==> src/rtl/duart_hostif_pkg.sv <==
package duart_hostif_pkg;
    typedef enum logic [1:0] {
        ST_IDLE   = 2'd0,
        ST_HOLD   = 2'd1,
        ST_COMMIT = 2'd2
    } wr_state_t;

    localparam logic [2:0] LOC_DIV_LO  = 3'd0;
    localparam logic [2:0] LOC_DIV_HI  = 3'd1;
    localparam logic [2:0] LOC_LINE    = 3'd3;
    localparam logic [2:0] LOC_SCRATCH = 3'd7;
endpackage

==> src/rtl/duart_sync.sv <==
module duart_sync #(
    parameter int          WIDTH   = 4,
    parameter int          STAGES  = 2,
    parameter logic [WIDTH-1:0] RST_VAL = '0
) (
    input  logic             clk,
    input  logic             rst,
    input  logic [WIDTH-1:0] d,
    output logic [WIDTH-1:0] q
);
    logic [WIDTH-1:0] pipe [STAGES];

    always_ff @(posedge clk) begin
        if (rst) begin
            for (int i = 0; i < STAGES; i++) pipe[i] <= RST_VAL;
        end else begin
            pipe[0] <= d;
            for (int i = 1; i < STAGES; i++) pipe[i] <= pipe[i-1];
        end
    end

    assign q = pipe[STAGES-1];
endmodule

==> src/rtl/duart_wr_fsm.sv <==
module duart_wr_fsm
    import duart_hostif_pkg::*;
#(
    parameter int AW = 3,
    parameter int DW = 8
) (
    input  logic          clk,
    input  logic          rst,
    input  logic          wr_s_n,
    input  logic          cs_a_s_n,
    input  logic          cs_b_s_n,
    input  logic [AW-1:0] addr_s,
    input  logic [DW-1:0] data_s,
    output logic          wen_a,
    output logic          wen_b,
    output logic [AW-1:0] waddr,
    output logic [DW-1:0] wdata
);
    wr_state_t     state, state_nx;
    logic          sel_a_q, sel_b_q;
    logic [AW-1:0] addr_q;
    logic [DW-1:0] data_q;
    logic          any_sel;

    assign any_sel = !cs_a_s_n || !cs_b_s_n;

    always_comb begin
        state_nx = state;
        unique case (state)
            ST_IDLE:   if (!wr_s_n && any_sel) state_nx = ST_HOLD;
            ST_HOLD:   if (wr_s_n)             state_nx = ST_COMMIT;
            ST_COMMIT:                         state_nx = ST_IDLE;
            default:                           state_nx = ST_IDLE;
        endcase
    end

    always_ff @(posedge clk) begin
        if (rst) state <= ST_IDLE;
        else     state <= state_nx;
    end

    always_ff @(posedge clk) begin
        if (rst) begin
            sel_a_q <= 1'b0;
            sel_b_q <= 1'b0;
            addr_q  <= '0;
            data_q  <= '0;
        end else if (!wr_s_n && any_sel && (state == ST_IDLE || state == ST_HOLD)) begin
            sel_a_q <= !cs_a_s_n;
            sel_b_q <= !cs_b_s_n;
            addr_q  <= addr_s;
            data_q  <= data_s;
        end
    end

    always_comb begin
        wen_a = (state == ST_COMMIT) && sel_a_q;
        wen_b = (state == ST_COMMIT) && sel_b_q;
        waddr = addr_q;
        wdata = data_q;
    end

    AST_COMMIT_SINGLE: assert property (@(posedge clk) disable iff (rst)
        (wen_a || wen_b) |=> !(wen_a || wen_b));
    AST_COMMIT_AFTER_RELEASE: assert property (@(posedge clk) disable iff (rst)
        (wen_a || wen_b) |-> $past(wr_s_n));
endmodule

==> src/rtl/duart_chan_regs.sv <==
module duart_chan_regs
    import duart_hostif_pkg::*;
#(
    parameter int          AW        = 3,
    parameter int          DW        = 8,
    parameter logic [DW-1:0] LCR_RESET = 8'h1D,
    parameter logic [DW-1:0] ID_CODE   = 8'h06,
    parameter logic [DW-1:0] REV_CODE  = 8'h01
) (
    input  logic          clk,
    input  logic          rst,
    input  logic          wen,
    input  logic [AW-1:0] waddr,
    input  logic [DW-1:0] wdata,
    input  logic [AW-1:0] raddr,
    output logic [DW-1:0] rdata
);
    logic [DW-1:0] div_lo, div_hi, line, scratch;
    logic          div_acc, div_zero;

    assign div_acc  = line[DW-1];
    assign div_zero = (div_lo == '0) && (div_hi == '0);

    always_ff @(posedge clk) begin
        if (rst) begin
            div_lo  <= '0;
            div_hi  <= '0;
            line    <= LCR_RESET;
            scratch <= '0;
        end else if (wen) begin
            if (waddr == LOC_DIV_LO && div_acc) div_lo  <= wdata;
            if (waddr == LOC_DIV_HI && div_acc) div_hi  <= wdata;
            if (waddr == LOC_LINE)              line    <= wdata;
            if (waddr == LOC_SCRATCH)           scratch <= wdata;
        end
    end

    always_comb begin
        rdata = '0;
        if (raddr == LOC_DIV_LO && div_acc)       rdata = div_zero ? REV_CODE : div_lo;
        else if (raddr == LOC_DIV_HI && div_acc)  rdata = div_zero ? ID_CODE  : div_hi;
        else if (raddr == LOC_LINE)               rdata = line;
        else if (raddr == LOC_SCRATCH)            rdata = scratch;
    end

    AST_DIV_GUARD: assert property (@(posedge clk) disable iff (rst)
        (wen && !div_acc) |=> ($stable(div_lo) && $stable(div_hi)));
    AST_IDLE_STABLE: assert property (@(posedge clk) disable iff (rst)
        !wen |=> ($stable(line) && $stable(scratch)));
endmodule

==> src/rtl/duart_hostif.sv <==
module duart_hostif #(
    parameter int         AW          = 3,
    parameter int         DW          = 8,
    parameter int         SYNC_STAGES = 2,
    parameter logic [7:0] LCR_RESET   = 8'h1D,
    parameter logic [7:0] ID_CODE     = 8'h06,
    parameter logic [7:0] REV_CODE    = 8'h01
) (
    input  logic          clk,
    input  logic          rst,
    input  logic          cs_a_n,
    input  logic          cs_b_n,
    input  logic          rd_n,
    input  logic          wr_n,
    input  logic [AW-1:0] addr,
    input  logic [DW-1:0] d_in,
    output logic [DW-1:0] d_out,
    output logic          d_oe
);
    localparam int NCH = 2;
    localparam int SW  = 3 + AW + DW;

    logic [SW-1:0] sync_in, sync_out;
    logic          wr_s_n, cs_a_s_n, cs_b_s_n;
    logic [AW-1:0] addr_s, waddr;
    logic [DW-1:0] data_s, wdata;
    logic [NCH-1:0] wen;
    logic [DW-1:0] ch_rd [NCH];

    assign sync_in = {wr_n, cs_a_n, cs_b_n, addr, d_in};
    assign {wr_s_n, cs_a_s_n, cs_b_s_n, addr_s, data_s} = sync_out;

    duart_sync #(
        .WIDTH  (SW),
        .STAGES (SYNC_STAGES),
        .RST_VAL({3'b111, {(AW+DW){1'b0}}})
    ) u_sync (
        .clk (clk),
        .rst (rst),
        .d   (sync_in),
        .q   (sync_out)
    );

    duart_wr_fsm #(.AW(AW), .DW(DW)) u_fsm (
        .clk      (clk),
        .rst      (rst),
        .wr_s_n   (wr_s_n),
        .cs_a_s_n (cs_a_s_n),
        .cs_b_s_n (cs_b_s_n),
        .addr_s   (addr_s),
        .data_s   (data_s),
        .wen_a    (wen[0]),
        .wen_b    (wen[1]),
        .waddr    (waddr),
        .wdata    (wdata)
    );

    for (genvar c = 0; c < NCH; c++) begin : g_ch
        duart_chan_regs #(
            .AW(AW), .DW(DW), .LCR_RESET(LCR_RESET),
            .ID_CODE(ID_CODE), .REV_CODE(REV_CODE)
        ) u_regs (
            .clk   (clk),
            .rst   (rst),
            .wen   (wen[c]),
            .waddr (waddr),
            .wdata (wdata),
            .raddr (addr),
            .rdata (ch_rd[c])
        );
    end

    assign d_oe  = (!cs_a_n || !cs_b_n) && !rd_n;
    assign d_out = d_oe ? (!cs_a_n ? ch_rd[0] : ch_rd[1]) : '0;

    AST_OE_NEEDS_RD: assert property (@(posedge clk) disable iff (rst)
        d_oe |-> !rd_n);
    AST_OE_NEEDS_CS: assert property (@(posedge clk) disable iff (rst)
        d_oe |-> (!cs_a_n || !cs_b_n));
    AST_BOTH_READ_A: assert property (@(posedge clk) disable iff (rst)
        (d_oe && !cs_a_n && !cs_b_n) |-> (d_out == ch_rd[0]));
    AST_NO_DUAL_UPDATE_WITHOUT_SEL: assert property (@(posedge clk) disable iff (rst)
        (wen != '0) |-> $past(!cs_a_s_n || !cs_b_s_n, 2));
endmodule

==> config.mk <==
export PLATFORM = sky130hd
export DESIGN_NAME = duart_hostif
export DESIGN_NICKNAME = d
export VERILOG_FILES = /design/src/rtl/duart_hostif_pkg.sv /design/src/rtl/duart_sync.sv /design/src/rtl/duart_wr_fsm.sv /design/src/rtl/duart_chan_regs.sv /design/src/rtl/duart_hostif.sv
export SDC_FILE = /design/constraint.sdc
export NUM_CORES = 1
export LEC_CHECK = 0
export BUFFER_PORTS_ARGS = -buffer_cell sky130_fd_sc_hd__buf_2
export CORE_MARGIN = 2
export CORE_UTILIZATION = 53
export DETAILED_ROUTE_END_ITERATION = 8
export GPL_TIMING_DRIVEN = 0
export PLACE_DENSITY = 0.71
export SYNTH_ARGS = -nofsm -noshare
export SYNTH_HDL_FRONTEND = slang
export SYNTH_SLANG_ARGS = --single-unit
==> constraint.sdc <==
create_clock -name clk -period 2.2 [get_ports clk]
set_input_delay 0.22 -clock clk [delete_from_list [all_inputs] [get_ports clk]]
set_output_delay 0.22 -clock clk [all_outputs]
set_load 0.01 [all_outputs]
[Word-level counts from Yosys, hierarchy flattened]
Memories as Yosys holds them, arrays and structs flattened.
Cells that the tools add are included.
Operators by class
  reduce and logical (&&, ||, !) cells: 40
  multiplexer cells: 22
  bitwise gates (word level): 2
  add/sub/neg operators: 0
  multiply operators: 0
  equal/unequal tests: 10
  div/mod/pow operators: 0
  order comparisons: 0
  shift-type cells: 0
Operators with widths (count)
  8-bit two-way mux: 14
  8-bit zero test: 4
  14-bit two-way mux: 2
  2-bit AND reduction: 9
  1-bit logical AND: 15
  3-bit by 1-bit equality test with 1-bit output (second input constant): 2
  3-bit by 2-bit equality test with 1-bit output (second input constant): 2
  3-bit equality test (second input constant): 2
  1-bit zero test: 6
  3-bit zero test: 2
  2-bit two-way mux: 2
  2-bit case mux with 2 select lines: 1
  1-bit logical OR: 3
  1-bit two-way mux: 3
  2-bit by 1-bit equality test with 1-bit output (second input constant): 1
  2-bit equality test (second input constant): 1
  2-bit zero test: 1
  2-bit by 1-bit inequality test with 1-bit output (second input constant): 1
  2-bit inequality test (second input constant): 1
  1-bit OR: 2
Storage, ports and cells
  memories kept: 1
  output and inout bits: 9
  flip-flop bits (word level): 79
  memory bits (read-only): 0
  logic and storage cells: 88
  bits in latches: 0
  bits of input ports: 17
  memory bits (writable): 28
Memory list
  u_sync.pipe: depth 2, bits a word 14, read ports 2, clocked after Yosys merged registers in 0, write ports 2, line duart_sync.sv:11  | logic [WIDTH-1:0] pipe [STAGES];

[Longest topological paths before layout]
  depth after elaboration: 7
  depth in mapped cells: 6
  mapped depth without buffers: 5

[By module]
Synthesis repeated with hierarchy kept, for this count alone.
Second synthesis, totals
  cells, all modules: 508
  area, all modules: 4788.3 um^2
Modules (own cells, without submodules)
  duart_chan_regs: seq. area each 640.6 um^2, instances 2, cells each 173, area each 1498.9 um^2
  duart_sync: seq. area each 560.5 um^2, instances 1, cells each 72, area each 867.1 um^2
  duart_wr_fsm: seq. area each 300.3 um^2, instances 1, cells each 63, area each 671.9 um^2
  duart_hostif: seq. area each 0.0 um^2, instances 1, cells each 27, area each 251.5 um^2

[Least setup slack after synthesis]
OpenSTA, ideal clock, no wires.
  path type: flip-flop to output port
  start point: reg g_ch[1].u_regs.line[7]
  end point: out d_out[3]
  data required time: 1980 ps
  path slack: 539 ps
  arrival: 1441 ps
  path buffers: 0
  stages on the path, launching flop included: 5
  path through: dfxtp_1 -> or3b_1 -> nor2_2 -> a22oi_1 -> a211oi_1
Between the ends
  longest elaborated chain between the ends: 5
  elaborated cells on any way between the ends: 6
  those cells by class: mux: 4; reduce/logical: 2
RTL lines
  start: declaration: line duart_chan_regs.sv:18  | logic [DW-1:0] div_lo, div_hi, line, scratch;
  start signal: assignment: line duart_chan_regs.sv:33  | if (waddr == LOC_LINE) line <= wdata;
  1-bit logical AND: line duart_chan_regs.sv:41  | else if (raddr == LOC_DIV_HI && div_acc) rdata = div_zero ? ID_CODE : div_hi;
  8-bit two-way mux: line duart_chan_regs.sv:41
  8-bit two-way mux (*): line duart_chan_regs.sv:40  | if (raddr == LOC_DIV_LO && div_acc) rdata = div_zero ? REV_CODE : div_lo;
  8-bit two-way mux (*) (2 in a row): line duart_hostif.sv:74  | assign d_out = d_oe ? (!cs_a_n ? ch_rd[0] : ch_rd[1]) : '0;
  end: declaration: line duart_hostif.sv:17  | output logic [DW-1:0] d_out,
Mark *: on every way between the ends. The rest lies on a longest branch, timed or not.

[Worst setup path in the final report]
  start point: reg g_ch[1].u_regs.line[7]
  end point: out d_out[1]
The elaborated chain is that of the path after synthesis.

==> run metrics <==
syn avg cell area=around 9.3 um2; outcome=complete, no violations; Slew headroom=between 40% and 50%; detailed placement HPWL=around 7600 um; hold crit path type=input pin to flip-flop; die width=95.5 um; PortBufs=21; Clk pin slew, worst setup/hold paths=100 ps; worst setup path class=flip-flop to output pin; H-Tree Depth=3; YS warnings=0; Final Setup Violations=0; critical path capture point type=output pin; Fillers=724; Max Cap Violations=0; CP max stage cell=or3b_4; critical path required time=1980 ps; Die ar.=9130 um2; largest net degree at the start of global routing=19; most common cell in the netlist=dfxtp_1; sequential-to-total area share from yosys stat=roughly half; initial antenna violation count=0; RSZ-0062 raised after global routing=true; Antenna Cells=0; Final Skew=15.5 ps; clock insertion delay at the later pin of the skew report=380 ps; path depth of the worst reg2reg path=5; Hold Violations, Final=0; CTS sink cnt=107; First-pass DRT Iterations=5; Cell Area, Synth=4440 um2; GRT Util Overall=25.3%; initial DRC count=311; Yosys top cell by area=dfxtp_1; synthesis-to-layout area growth=11.0%; Syn Nets=494; global-route wire length before repair=roughly 17000 um; Clock Path Buffers=2; HP Start=wr_n; Overflow after GRT=0; Peak VDD IR=0.422 mV; GPL Wtd Cong=0.945; Synth Register Bits=107; pwr/cell area=around 670 nW/um2; fin crit share=98.0%; Post-Synthesis Cells=477; top cell family by delay on the critical path=compound AO/OA/AOI/OAI gates; Post-DRT Antenna Nets=0; final number of max-transition violations=0; Synth area leaders=dfxtp_1, mux2i_1, nor2_1; Initial Utilization=~54%; setup TNS=0 ps; Reg2Reg Setup Slack=430 ps; CP Max Fanout=7; Arr. time, crit path=~1900 ps; root buffer cell=clkbuf_8; EDFF count, synth=0; Critical Path Source Type=flip-flop; Post-CTS Hold Fix Bufs=0; TritonCTS clock tree=yes; Synth cell types=52; DRC violations left=0; CORE AREA=8180 um2; fmax=464 MHz; vias in the first global route=3396; Crit path largest cell delay=approximately 440 ps; Static Leakage=approximately 1.9 nW; FP Rows=33; via count=3604; Vias/cell=5.79; number of buffers created by CTS=9; WHS Endpoint=u_sync.pipe[0][13]$_SDFF_PP1_; die height=95.5 um; share of cells above drive strength 1=15.1%; r2r endpoint=g_ch[1].u_regs.div_hi[6]$_SDFFE_PP0P_; hold_ws=roughly 13 ps; Ports=26; Min Clock Period, post-route=2160 ps; Least-Margin Pin Slew=approximately 780 ps; Synth top area share=48.2%; crit path cell chain=or3b_4 -> o311ai_1 -> a32oi_1 -> buf_2; drt wl/cell=17.5 um; R2R Path Start=u_fsm.waddr[2]$_SDFFE_PP0P_; NumNets Final=529; top post-synthesis cells by count=dfxtp_1, mux2i_1, nor2_1, nand2_1, a21oi_1; dominant synthesized flop cell=dfxtp_1; post-synthesis async set-or-reset flop share=0%; final WL=10900 um; Hold Crit Depth=2; Worst Path Buf+Inv=1
==> logic make-up (layout without fill, tap and decap cells) <==
logic type             Yosys count  in the layout  synth area share (%)
muxes                           52             52                  11.7
AOI/OAI and AO/OA              100            100                  14.6
and+or+nand+nor                176            176                  21.1
DFF                            107            107                  48.2
buffers and inverters           42             82                  4.28
==> layout make-up <==
class / count / area, um2 / area share [%]
multi-input cells: 328 / 2150 / 43.6
inverters: 3 / 11.3 / 0.228
plain buffers: 39 / 179 / 3.63
repair buffers: 24 / 128 / 2.59
clock inverters: 6 / 46.3 / 0.939
well taps: 105 / 131 / 2.66
flip-flops and latches: 107 / 2150 / 43.6
clock buffers: 10 / 138 / 2.79
==> per-stage QoR <==
stage	utilization (%)	area [um2]	cells	power (mW)	worst slack, ps
6_report	60.3	4930	622	3.30	44.2
5_1_grt	60.3	4930	622	3.38	-18.8
4_1_cts	59.7	4880	620	3.29	-9.27
3_5_place_dp	57.2	4680	603	2.18	287
3_3_place_gp	57.2	4680	603	2.18	295
2_1_floorplan	-	4440	477	2.12	539
==> per-layer routing <==
layer,up-vias,share of wire (%),track usage (%)
met2,132,46,40.8
li1,1741,-,-
met1,1705,45,33.5
met4,0,2.4,11.1
met3,26,6.3,3.87
met5,-,0,0
==> worst reg2reg max path, stage by stage (launching register included) <==
cell and delay, ps:
dfxtp_1 310, clkbuf_2 170, nor2_1 210, nand4_1 530, mux2i_1 360, nor2_1 80
==> registers in the layout, indices dropped and copies added, names as in the netlist <==
| register | count |
|---|---|
| g_ch.u_regs.scratch | 16 |
| g_ch.u_regs.div_lo | 16 |
| u_fsm.waddr | 3 |
| u_fsm.sel_b_q | 1 |
| u_sync.pipe | 28 |
| u_fsm.sel_a_q | 1 |
| g_ch.u_regs.line | 16 |
| u_fsm.state | 2 |
| g_ch.u_regs.div_hi | 16 |
| u_fsm.wdata | 8 |
==> what timing repair did <==
item	in CTS	in global routing
endpoints found under the setup margin	7	7
pin swaps	0	4
buffers inserted	1	2
endpoints found under the hold margin	0	0
resized for setup	5	9
==> cells in the final DEF (no fill, tap or decap), drive strengths merged, types with 3 or more instances in the layout <==
cell type | netlist | routed
dfxtp | 107 | 107
o2bb2ai | 6 | 6
inv | 3 | 5
clkbuf | 27 | 37
clkinv | 0 | 3
a21o | 4 | 4
a211oi | 5 | 5
nand3 | 5 | 5
o21ai | 22 | 22
nor2b | 28 | 28
a211o | 8 | 8
buf | 12 | 36
nor2 | 51 | 51
nor3 | 3 | 3
o311ai | 5 | 5
nand2 | 48 | 48
a21oi | 32 | 32
a22oi | 3 | 3
or2 | 7 | 7
mux2i | 52 | 52
nand2b | 5 | 5
a221oi | 3 | 3
nand3b | 4 | 4
nor4 | 9 | 9
==> where the power goes <==
group	total [mW]	switching (mW)	internal [mW]
Clock	1.15	0.698	0.453
Sequential	1.97	0.00675	1.96
Combinational	0.177	0.116	0.0614
==> worst max path at each step <==
| stage | start | cells after the start | to |
|---|---|---|---|
| final | g_ch[1].u_regs.line[7]$_SDFFE_PP0P_ | 4 | d_out[1] |
| after global placement | addr[2] | 7 | d_out[6] |
| after detailed placement | addr[0] | 5 | d_out[1] |
| after CTS | g_ch[1].u_regs.line[7]$_SDFFE_PP0P_ | 5 | d_out[6] |
| after global routing | g_ch[1].u_regs.div_hi[4]$_SDFFE_PP0P_ | 5 | d_out[1] |
| after floorplan | g_ch[1].u_regs.line[7]$_SDFFE_PP0P_ | 4 | d_out[3] |
No activity file was read; power rests on OpenSTA's default activity.
